`config.mk`:
```
export PLATFORM = sky130hd
export DESIGN_NAME = serchain_reader
export DESIGN_NICKNAME = d
export VERILOG_FILES = /design/src/rtl/serchain_pkg.sv /design/src/rtl/rd_sequencer.sv /design/src/rtl/pair_merge.sv /design/src/rtl/rd_capture.sv /design/src/rtl/serchain_reader.sv
export SDC_FILE = /design/constraint.sdc
export NUM_CORES = 1
export LEC_CHECK = 0
export BUFFER_PORTS_ARGS = -buffer_cell sky130_fd_sc_hd__buf_2
export CAP_MARGIN = 30
export CORE_UTILIZATION = 56
export DETAILED_ROUTE_END_ITERATION = 6
export MAX_ROUTING_LAYER = met4
export PLACE_DENSITY = 0.78
export SYNTH_ARGS = -nofsm -noshare
export SYNTH_HDL_FRONTEND = slang
export SYNTH_SLANG_ARGS = --single-unit
```
`constraint.sdc`:
```
create_clock -name clk -period 2.53 [get_ports clk]
set_input_delay 0.253 -clock clk [delete_from_list [all_inputs] [get_ports clk]]
set_output_delay 0.253 -clock clk [all_outputs]
set_load 0.05 [all_outputs]
```
`src/rtl/serchain_pkg.sv`:
```
package serchain_pkg;

    typedef enum logic [2:0] {
        ST_IDLE,
        ST_LOAD,
        ST_GAP,
        ST_SHIFT,
        ST_FINISH
    } rd_state_e;

    typedef struct packed {
        logic ld_n;
        logic ce_n;
        logic sclk;
    } link_ctl_t;

    // Whole system cycles covering a time span, rounded up, never zero.
    function automatic int unsigned cyc_ceil(input int unsigned span_ps,
                                             input int unsigned period_ps);
        int unsigned c;
        c = (span_ps + period_ps - 1) / period_ps;
        return (c == 0) ? 1 : c;
    endfunction

    function automatic int unsigned max_u(input int unsigned a,
                                          input int unsigned b);
        return (a > b) ? a : b;
    endfunction

    // Ceiling of a half, used when a span must be covered by two phases.
    function automatic int unsigned half_up(input int unsigned c);
        return (c + 1) / 2;
    endfunction

endpackage

```
`src/rtl/rd_sequencer.sv`:
```
module rd_sequencer
    import serchain_pkg::*;
#(
    parameter int unsigned TOTAL    = 32,
    parameter int unsigned LOAD_CYC = 1,
    parameter int unsigned GAP_CYC  = 1,
    parameter int unsigned HALF_CYC = 1
) (
    input  logic      clk,
    input  logic      rst,
    input  logic      start_i,
    output link_ctl_t ctl_o,
    output logic      accept_o,
    output logic      sample_o,
    output logic      finish_o
);

    localparam int unsigned CNT_MAX = max_u(max_u(LOAD_CYC, GAP_CYC), HALF_CYC);
    localparam int unsigned CW      = $clog2(CNT_MAX + 1);
    localparam int unsigned BW      = (TOTAL > 1) ? $clog2(TOTAL) : 1;
    localparam int unsigned RW      = CW + 1;

    localparam logic [CW-1:0] LOAD_LD = CW'(LOAD_CYC - 1);
    localparam logic [CW-1:0] GAP_LD  = CW'(GAP_CYC - 1);
    localparam logic [CW-1:0] HALF_LD = CW'(HALF_CYC - 1);
    localparam logic [BW-1:0] BC_LAST = BW'(TOTAL - 1);

    rd_state_e      st_q;
    logic [CW-1:0]  cnt_q;
    logic [BW-1:0]  bc_q;
    logic           ld_q;
    logic           ce_q;
    logic           sclk_q;

    always_ff @(posedge clk) begin
        if (rst) begin
            st_q   <= ST_IDLE;
            cnt_q  <= '0;
            bc_q   <= '0;
            ld_q   <= 1'b1;
            ce_q   <= 1'b1;
            sclk_q <= 1'b0;
        end else begin
            case (st_q)
                ST_IDLE: begin
                    if (start_i) begin
                        st_q  <= ST_LOAD;
                        ld_q  <= 1'b0;
                        cnt_q <= LOAD_LD;
                    end
                end
                ST_LOAD: begin
                    if (cnt_q == '0) begin
                        st_q  <= ST_GAP;
                        ld_q  <= 1'b1;
                        ce_q  <= 1'b0;
                        cnt_q <= GAP_LD;
                    end else begin
                        cnt_q <= cnt_q - 1'b1;
                    end
                end
                ST_GAP: begin
                    if (cnt_q == '0) begin
                        st_q  <= ST_SHIFT;
                        cnt_q <= HALF_LD;
                        bc_q  <= '0;
                    end else begin
                        cnt_q <= cnt_q - 1'b1;
                    end
                end
                ST_SHIFT: begin
                    if (cnt_q != '0) begin
                        cnt_q <= cnt_q - 1'b1;
                    end else if (!sclk_q) begin
                        sclk_q <= 1'b1;
                        cnt_q  <= HALF_LD;
                    end else begin
                        sclk_q <= 1'b0;
                        if (bc_q == BC_LAST) begin
                            st_q <= ST_FINISH;
                            ce_q <= 1'b1;
                        end else begin
                            bc_q  <= bc_q + 1'b1;
                            cnt_q <= HALF_LD;
                        end
                    end
                end
                ST_FINISH: st_q <= ST_IDLE;
                default:   st_q <= ST_IDLE;
            endcase
        end
    end

    assign ctl_o.ld_n = ld_q;
    assign ctl_o.ce_n = ce_q;
    assign ctl_o.sclk = sclk_q;
    assign accept_o   = (st_q == ST_IDLE) && start_i;
    assign sample_o   = (st_q == ST_SHIFT) && (cnt_q == '0) && !sclk_q;
    assign finish_o   = (st_q == ST_FINISH);

    // Saturating length of the current load-low run, for the width check.
    logic [RW-1:0] ld_run_q;
    always_ff @(posedge clk) begin
        if (rst || ld_q) begin
            ld_run_q <= '0;
        end else if (ld_run_q != {RW{1'b1}}) begin
            ld_run_q <= ld_run_q + 1'b1;
        end
    end


    load_width_chk: assert property (@(posedge clk) disable iff (rst)
        $rose(ld_q) |-> (ld_run_q >= RW'(LOAD_CYC)));


    sclk_quiet_in_load_chk: assert property (@(posedge clk) disable iff (rst)
        !ld_q |-> !sclk_q);


    rise_needs_enable_chk: assert property (@(posedge clk) disable iff (rst)
        $rose(sclk_q) |-> (!ce_q && $past(!ce_q)));


    busy_start_ignored_chk: assert property (@(posedge clk) disable iff (rst)
        (st_q != ST_IDLE && start_i) |=> !$fell(ld_q));

endmodule

```
`src/rtl/pair_merge.sv`:
```
module pair_merge #(
    parameter int unsigned WIDTH = 32
) (
    input  logic [WIDTH-1:0] raw_i,
    output logic [WIDTH-1:0] merged_o
);

    localparam int unsigned HALF_W = WIDTH / 2;

    for (genvar j = 0; j < HALF_W; j++) begin : g_pair
        assign merged_o[j] = raw_i[2*j] | raw_i[2*j+1];
    end

    for (genvar k = HALF_W; k < WIDTH; k++) begin : g_zero
        assign merged_o[k] = 1'b0;
    end

endmodule

```
`src/rtl/rd_capture.sv`:
```
module rd_capture #(
    parameter int unsigned TOTAL = 32
) (
    input  logic             clk,
    input  logic             rst,
    input  logic             accept_i,
    input  logic             merge_i,
    input  logic             sample_i,
    input  logic             finish_i,
    input  logic             sdi_i,
    output logic [TOTAL-1:0] data_o,
    output logic             done_o
);

    localparam int unsigned SW = $clog2(TOTAL + 1);

    logic [TOTAL-1:0] raw_q;
    logic [TOTAL-1:0] merged;
    logic [TOTAL-1:0] data_q;
    logic [SW-1:0]    smp_cnt_q;
    logic             merge_q;
    logic             done_q;

    pair_merge #(.WIDTH(TOTAL)) i_pair_merge (
        .raw_i    (raw_q),
        .merged_o (merged)
    );

    always_ff @(posedge clk) begin
        if (rst) begin
            raw_q     <= '0;
            smp_cnt_q <= '0;
            merge_q   <= 1'b0;
        end else if (accept_i) begin
            raw_q     <= '0;
            smp_cnt_q <= '0;
            merge_q   <= merge_i;
        end else if (sample_i) begin
            raw_q     <= {raw_q[TOTAL-2:0], sdi_i};
            smp_cnt_q <= smp_cnt_q + 1'b1;
        end
    end

    always_ff @(posedge clk) begin
        if (rst) begin
            data_q <= '0;
            done_q <= 1'b0;
        end else begin
            done_q <= finish_i;
            if (finish_i) begin
                data_q <= merge_q ? merged : raw_q;
            end
        end
    end

    assign data_o = data_q;
    assign done_o = done_q;


    full_count_chk: assert property (@(posedge clk) disable iff (rst)
        finish_i |-> (smp_cnt_q == SW'(TOTAL)));


    done_single_chk: assert property (@(posedge clk) disable iff (rst)
        done_q |=> !done_q);


    data_hold_chk: assert property (@(posedge clk) disable iff (rst)
        !done_q |-> $stable(data_q));

endmodule

```
`src/rtl/serchain_reader.sv`:
```
module serchain_reader
    import serchain_pkg::*;
#(
    parameter int unsigned NUM_DEV            = 4,
    parameter int unsigned CH_PER_DEV         = 8,
    parameter int unsigned CLK_PERIOD_PS      = 10000,
    parameter int unsigned LOAD_MIN_PS        = 6000,
    parameter int unsigned RECOV_MIN_PS       = 2000,
    parameter int unsigned CESU_MIN_PS        = 4000,
    parameter int unsigned PHASE_MIN_PS       = 4000,
    parameter int unsigned SCLK_MIN_PERIOD_PS = 10000,
    parameter int unsigned SOUT_DELAY_PS      = 10000
) (
    input  logic                          clk,
    input  logic                          rst,
    input  logic                          start_i,
    input  logic                          merge_i,
    input  logic                          sdi_i,
    output logic                          ld_n_o,
    output logic                          ce_n_o,
    output logic                          sclk_o,
    output logic                          done_o,
    output logic [NUM_DEV*CH_PER_DEV-1:0] data_o
);

    localparam int unsigned TOTAL    = NUM_DEV * CH_PER_DEV;
    localparam int unsigned LOAD_CYC = cyc_ceil(LOAD_MIN_PS, CLK_PERIOD_PS);
    localparam int unsigned GAP_CYC  = max_u(cyc_ceil(RECOV_MIN_PS, CLK_PERIOD_PS),
                                             cyc_ceil(CESU_MIN_PS, CLK_PERIOD_PS));
    // A phase must meet its own minimum; two phases must cover the clock
    // period and the chain's output delay, since sampling ends the low phase.
    localparam int unsigned HALF_CYC = max_u(cyc_ceil(PHASE_MIN_PS, CLK_PERIOD_PS),
                                       max_u(half_up(cyc_ceil(SCLK_MIN_PERIOD_PS, CLK_PERIOD_PS)),
                                             half_up(cyc_ceil(SOUT_DELAY_PS, CLK_PERIOD_PS))));

    link_ctl_t ctl;
    logic      accept;
    logic      sample;
    logic      finish;

    rd_sequencer #(
        .TOTAL    (TOTAL),
        .LOAD_CYC (LOAD_CYC),
        .GAP_CYC  (GAP_CYC),
        .HALF_CYC (HALF_CYC)
    ) i_rd_sequencer (
        .clk      (clk),
        .rst      (rst),
        .start_i  (start_i),
        .ctl_o    (ctl),
        .accept_o (accept),
        .sample_o (sample),
        .finish_o (finish)
    );

    rd_capture #(
        .TOTAL (TOTAL)
    ) i_rd_capture (
        .clk      (clk),
        .rst      (rst),
        .accept_i (accept),
        .merge_i  (merge_i),
        .sample_i (sample),
        .finish_i (finish),
        .sdi_i    (sdi_i),
        .data_o   (data_o),
        .done_o   (done_o)
    );

    assign ld_n_o = ctl.ld_n;
    assign ce_n_o = ctl.ce_n;
    assign sclk_o = ctl.sclk;


    idle_lines_chk: assert property (@(posedge clk)
        rst |=> (ld_n_o && ce_n_o && !sclk_o && !done_o));

endmodule

```
==> results.md <==
* Ports at 41
* Die ar. at 5560 µm²
* Vias in the first global route at 2142
* Worst endpoint required time at 2.81 ns
* WP data arrival at 2.33 ns
* Initial core utilization at 58.1%
* Period minus WS final at 2.04 ns
* Peak VDD IR at 0.000341 V
* Largest net degree at the start of global routing at 33
* Crit end category: flip-flop
* # resized after CTS at 0
* RSZ-0062 raised after global routing: false
* Critical path, cell by cell: ha_1, and3_1, ha_1, nand2b_1, a21o_1, or4_4, a21oi_2
* Final-stage net count at 386
* Finish-stage setup viols at 0
* Mapped Cells at 350
* Ys Warns at 0
* Gr ovfl total at 0
* Register area share after synthesis at 52.3%
* Slew Viols, Final at 0
* Avg Cell Area, Syn at 8.42 µm²
* Clock tree root driver cell: clkbuf_8
* Synth top area share at 52.3%
* Top post-synthesis cells by count: nand2_1 (101), dfxtp_1 (77), a21oi_1 (53)
* Library cells used by synthesis at 36
* Core Footprint at 5070 µm²
* Top post-synthesis cells by area: dfxtp_1 (52%), nand2_1 (13%), a21oi_1 (9.0%)
* Post-synth ARST share at 0%
* Status: finished, final reports clean
* DRT antenna net count at 0
* Period utilization at 80.7%
* GP Congestion at 0.738
* Crit start category: flip-flop
* GR Util All Layers at 24.2%
* Die W at 74.6 µm
* Crit-path most repeated cell: ha_1
* Power density cells at 729 nW/µm²
* Initial antenna violation count at 0
* Iter 0 DRT Violations at 152
* #FFs+latches synth at 77
* Avg Vias per Cell at 5.37
* DRC Markers at 0
* Slew headroom at 32.6%
* Clock skew at 0.00924 ns
* HP Class: in2reg
* Area leader, netlist: dfxtp_1
* Via count at 2440
* IO Port Bufs at 40
* Ant. Diodes at 0
* Post-synth EDFFs at 0
* Syn nets at 357
* TritonCTS buffer count at 9
* Leak at 1.25 nW
* # fillers at 421
* FMAX at 0.490 GHz
* Met1 Use GR at 29.6%
* Setup bufs post-CTS at 0
* Met2 usage in global routing at 37.3%
* Die height at 74.6 µm
* Cell Area, Synth at 2950 µm²
* CTS tree: built
* H-tree depth at 3
* First-pass GRT wire length at 9.79 mm
* Fin util at 66.6%
* Worst stage delay on the critical path at 0.50 ns
* Total wire length at 5.84 mm
* Final TNS setup at 0 ns
* Global routing's busiest layer: met2
* Crit Path Category: reg2reg
* Number of cell rows at 26
* Max FO, Critical Path at 5
* Worst-path clk slew at 0.07 ns
* Slowest stage cell, crit path: or4_4
* GRT met3 Usage at 8.13%
* Clock latency on the worst-skew pair at 0.35 ns
* Mean routed wirelength per cell at 12.9 µm
* Clock tree sinks at 77
* Dpl hpwl at 3.86 mm
* Drt pass-1 iters at 4
* Main flop type after synthesis: dfxtp_1
* Max-cap violations at 0
* Area delta synth->final at 14.7%
* CTS max path bufs at 2
* CTS hold repair buffers at 0
* Hold Fails Final Rpt at 0
* Least-Margin Pin Slew at 1.01 ns
* Most instantiated library cell after synthesis: nand2_1
* Share of layout cells above drive strength 1 at 17.4%
kinds of logic (layout without fill, tap and decap cells):
family,count (synthesis),in the layout,share of synthesized area (%)
AO/OA/AOI/OAI,91,91,19.2
flip-flops,77,77,52.3
multiplexers,2,2,0.679
buffers and inverters,26,60,4.58
AND/OR/NAND/NOR,152,152,22.4
adder cells (fa/ha/maj),2,2,0.849
critical path: cells and delay by family (launching register included):
family                     cells  cell delay (ns)
DFF                            1             0.34
and+or+nand+nor                3             0.85
AOI/OAI and AO/OA              2             0.38
adders and majority gates      2             0.41
power by group:
group,total (mW),internal (mW),switching (mW)
sequential,1.24,1.22,0.0152
combinational,0.124,0.0328,0.0910
clock,1.11,0.682,0.424
total,2.47,1.93,0.530
metal layers:
layer	vias to the layer above	share of wire, %
met1	1128	46
li1	1247	-
met4	0	1.5
met5	-	0
met3	11	4.7
met2	54	47
area by class of cell:
cell class	instances	area (µm²)	share of cell area (%)
clock buffers	12	145	4.29
clock inverters	4	95.1	2.81
multi-input cells	247	1270	37.7
flip-flops and latches	77	1540	45.6
well taps	70	87.6	2.59
repair buffers	44	238	7.03
placed cells by master, fill, tap and decap left out, drive strengths merged, types with 3 or more instances in the layout:
cell,instances
a21oi,54
a22o,16
buf,44
bufinv,3
clkbuf,12
dfxtp,77
nand2,102
nand2b,3
nand3,3
nor2,29
nor3,3
o211ai,15
o21ai,3
registers in the layout, indices dropped and copies added, names as in the netlist:
signal,count
i_rd_capture.data_o,32
i_rd_capture.done_o,1
i_rd_capture.merge_q,1
i_rd_capture.raw_q,32
i_rd_sequencer.bc_q,5
i_rd_sequencer.ce_q,1
i_rd_sequencer.ld_q,1
i_rd_sequencer.sclk_q,1
i_rd_sequencer.st_q,3
through the flow:
step / hold slack, ns / setup slack, ns / instances / power (mW) / cell area [µm²]
3_5_place_dp: 0.445 / 0.487 / 438 / 1.39 / 3140
4_1_cts: 0.137 / 0.492 / 454 / 2.49 / 3380
2_1_floorplan: 0.389 / 0.609 / 350 / 1.37 / 2950
5_1_grt: 0.144 / 0.264 / 454 / 2.56 / 3380
6_report: 0.143 / 0.487 / 454 / 2.47 / 3380
3_3_place_gp: 0.437 / 0.549 / 437 / 1.38 / 3130
path summary, 6_finish.rpt:
path,end,start,cells past startpoint,slack [ns]
setup reg to reg,i_rd_sequencer.bc_q[3]$_SDFFE_PP0P_,i_rd_sequencer.bc_q[0]$_SDFFE_PP0P_,7,0.49
hold reg to reg,i_rd_capture.data_o[11]$_SDFFE_PP0P_,i_rd_capture.data_o[11]$_SDFFE_PP0P_,2,0.45
hold / removal,i_rd_capture.raw_q[0]$_SDFFE_PP0P_,sdi_i,3,0.14
setup / recovery,i_rd_sequencer.bc_q[3]$_SDFFE_PP0P_,i_rd_sequencer.bc_q[0]$_SDFFE_PP0P_,7,0.49
Power figures use the tool's default switching activity.
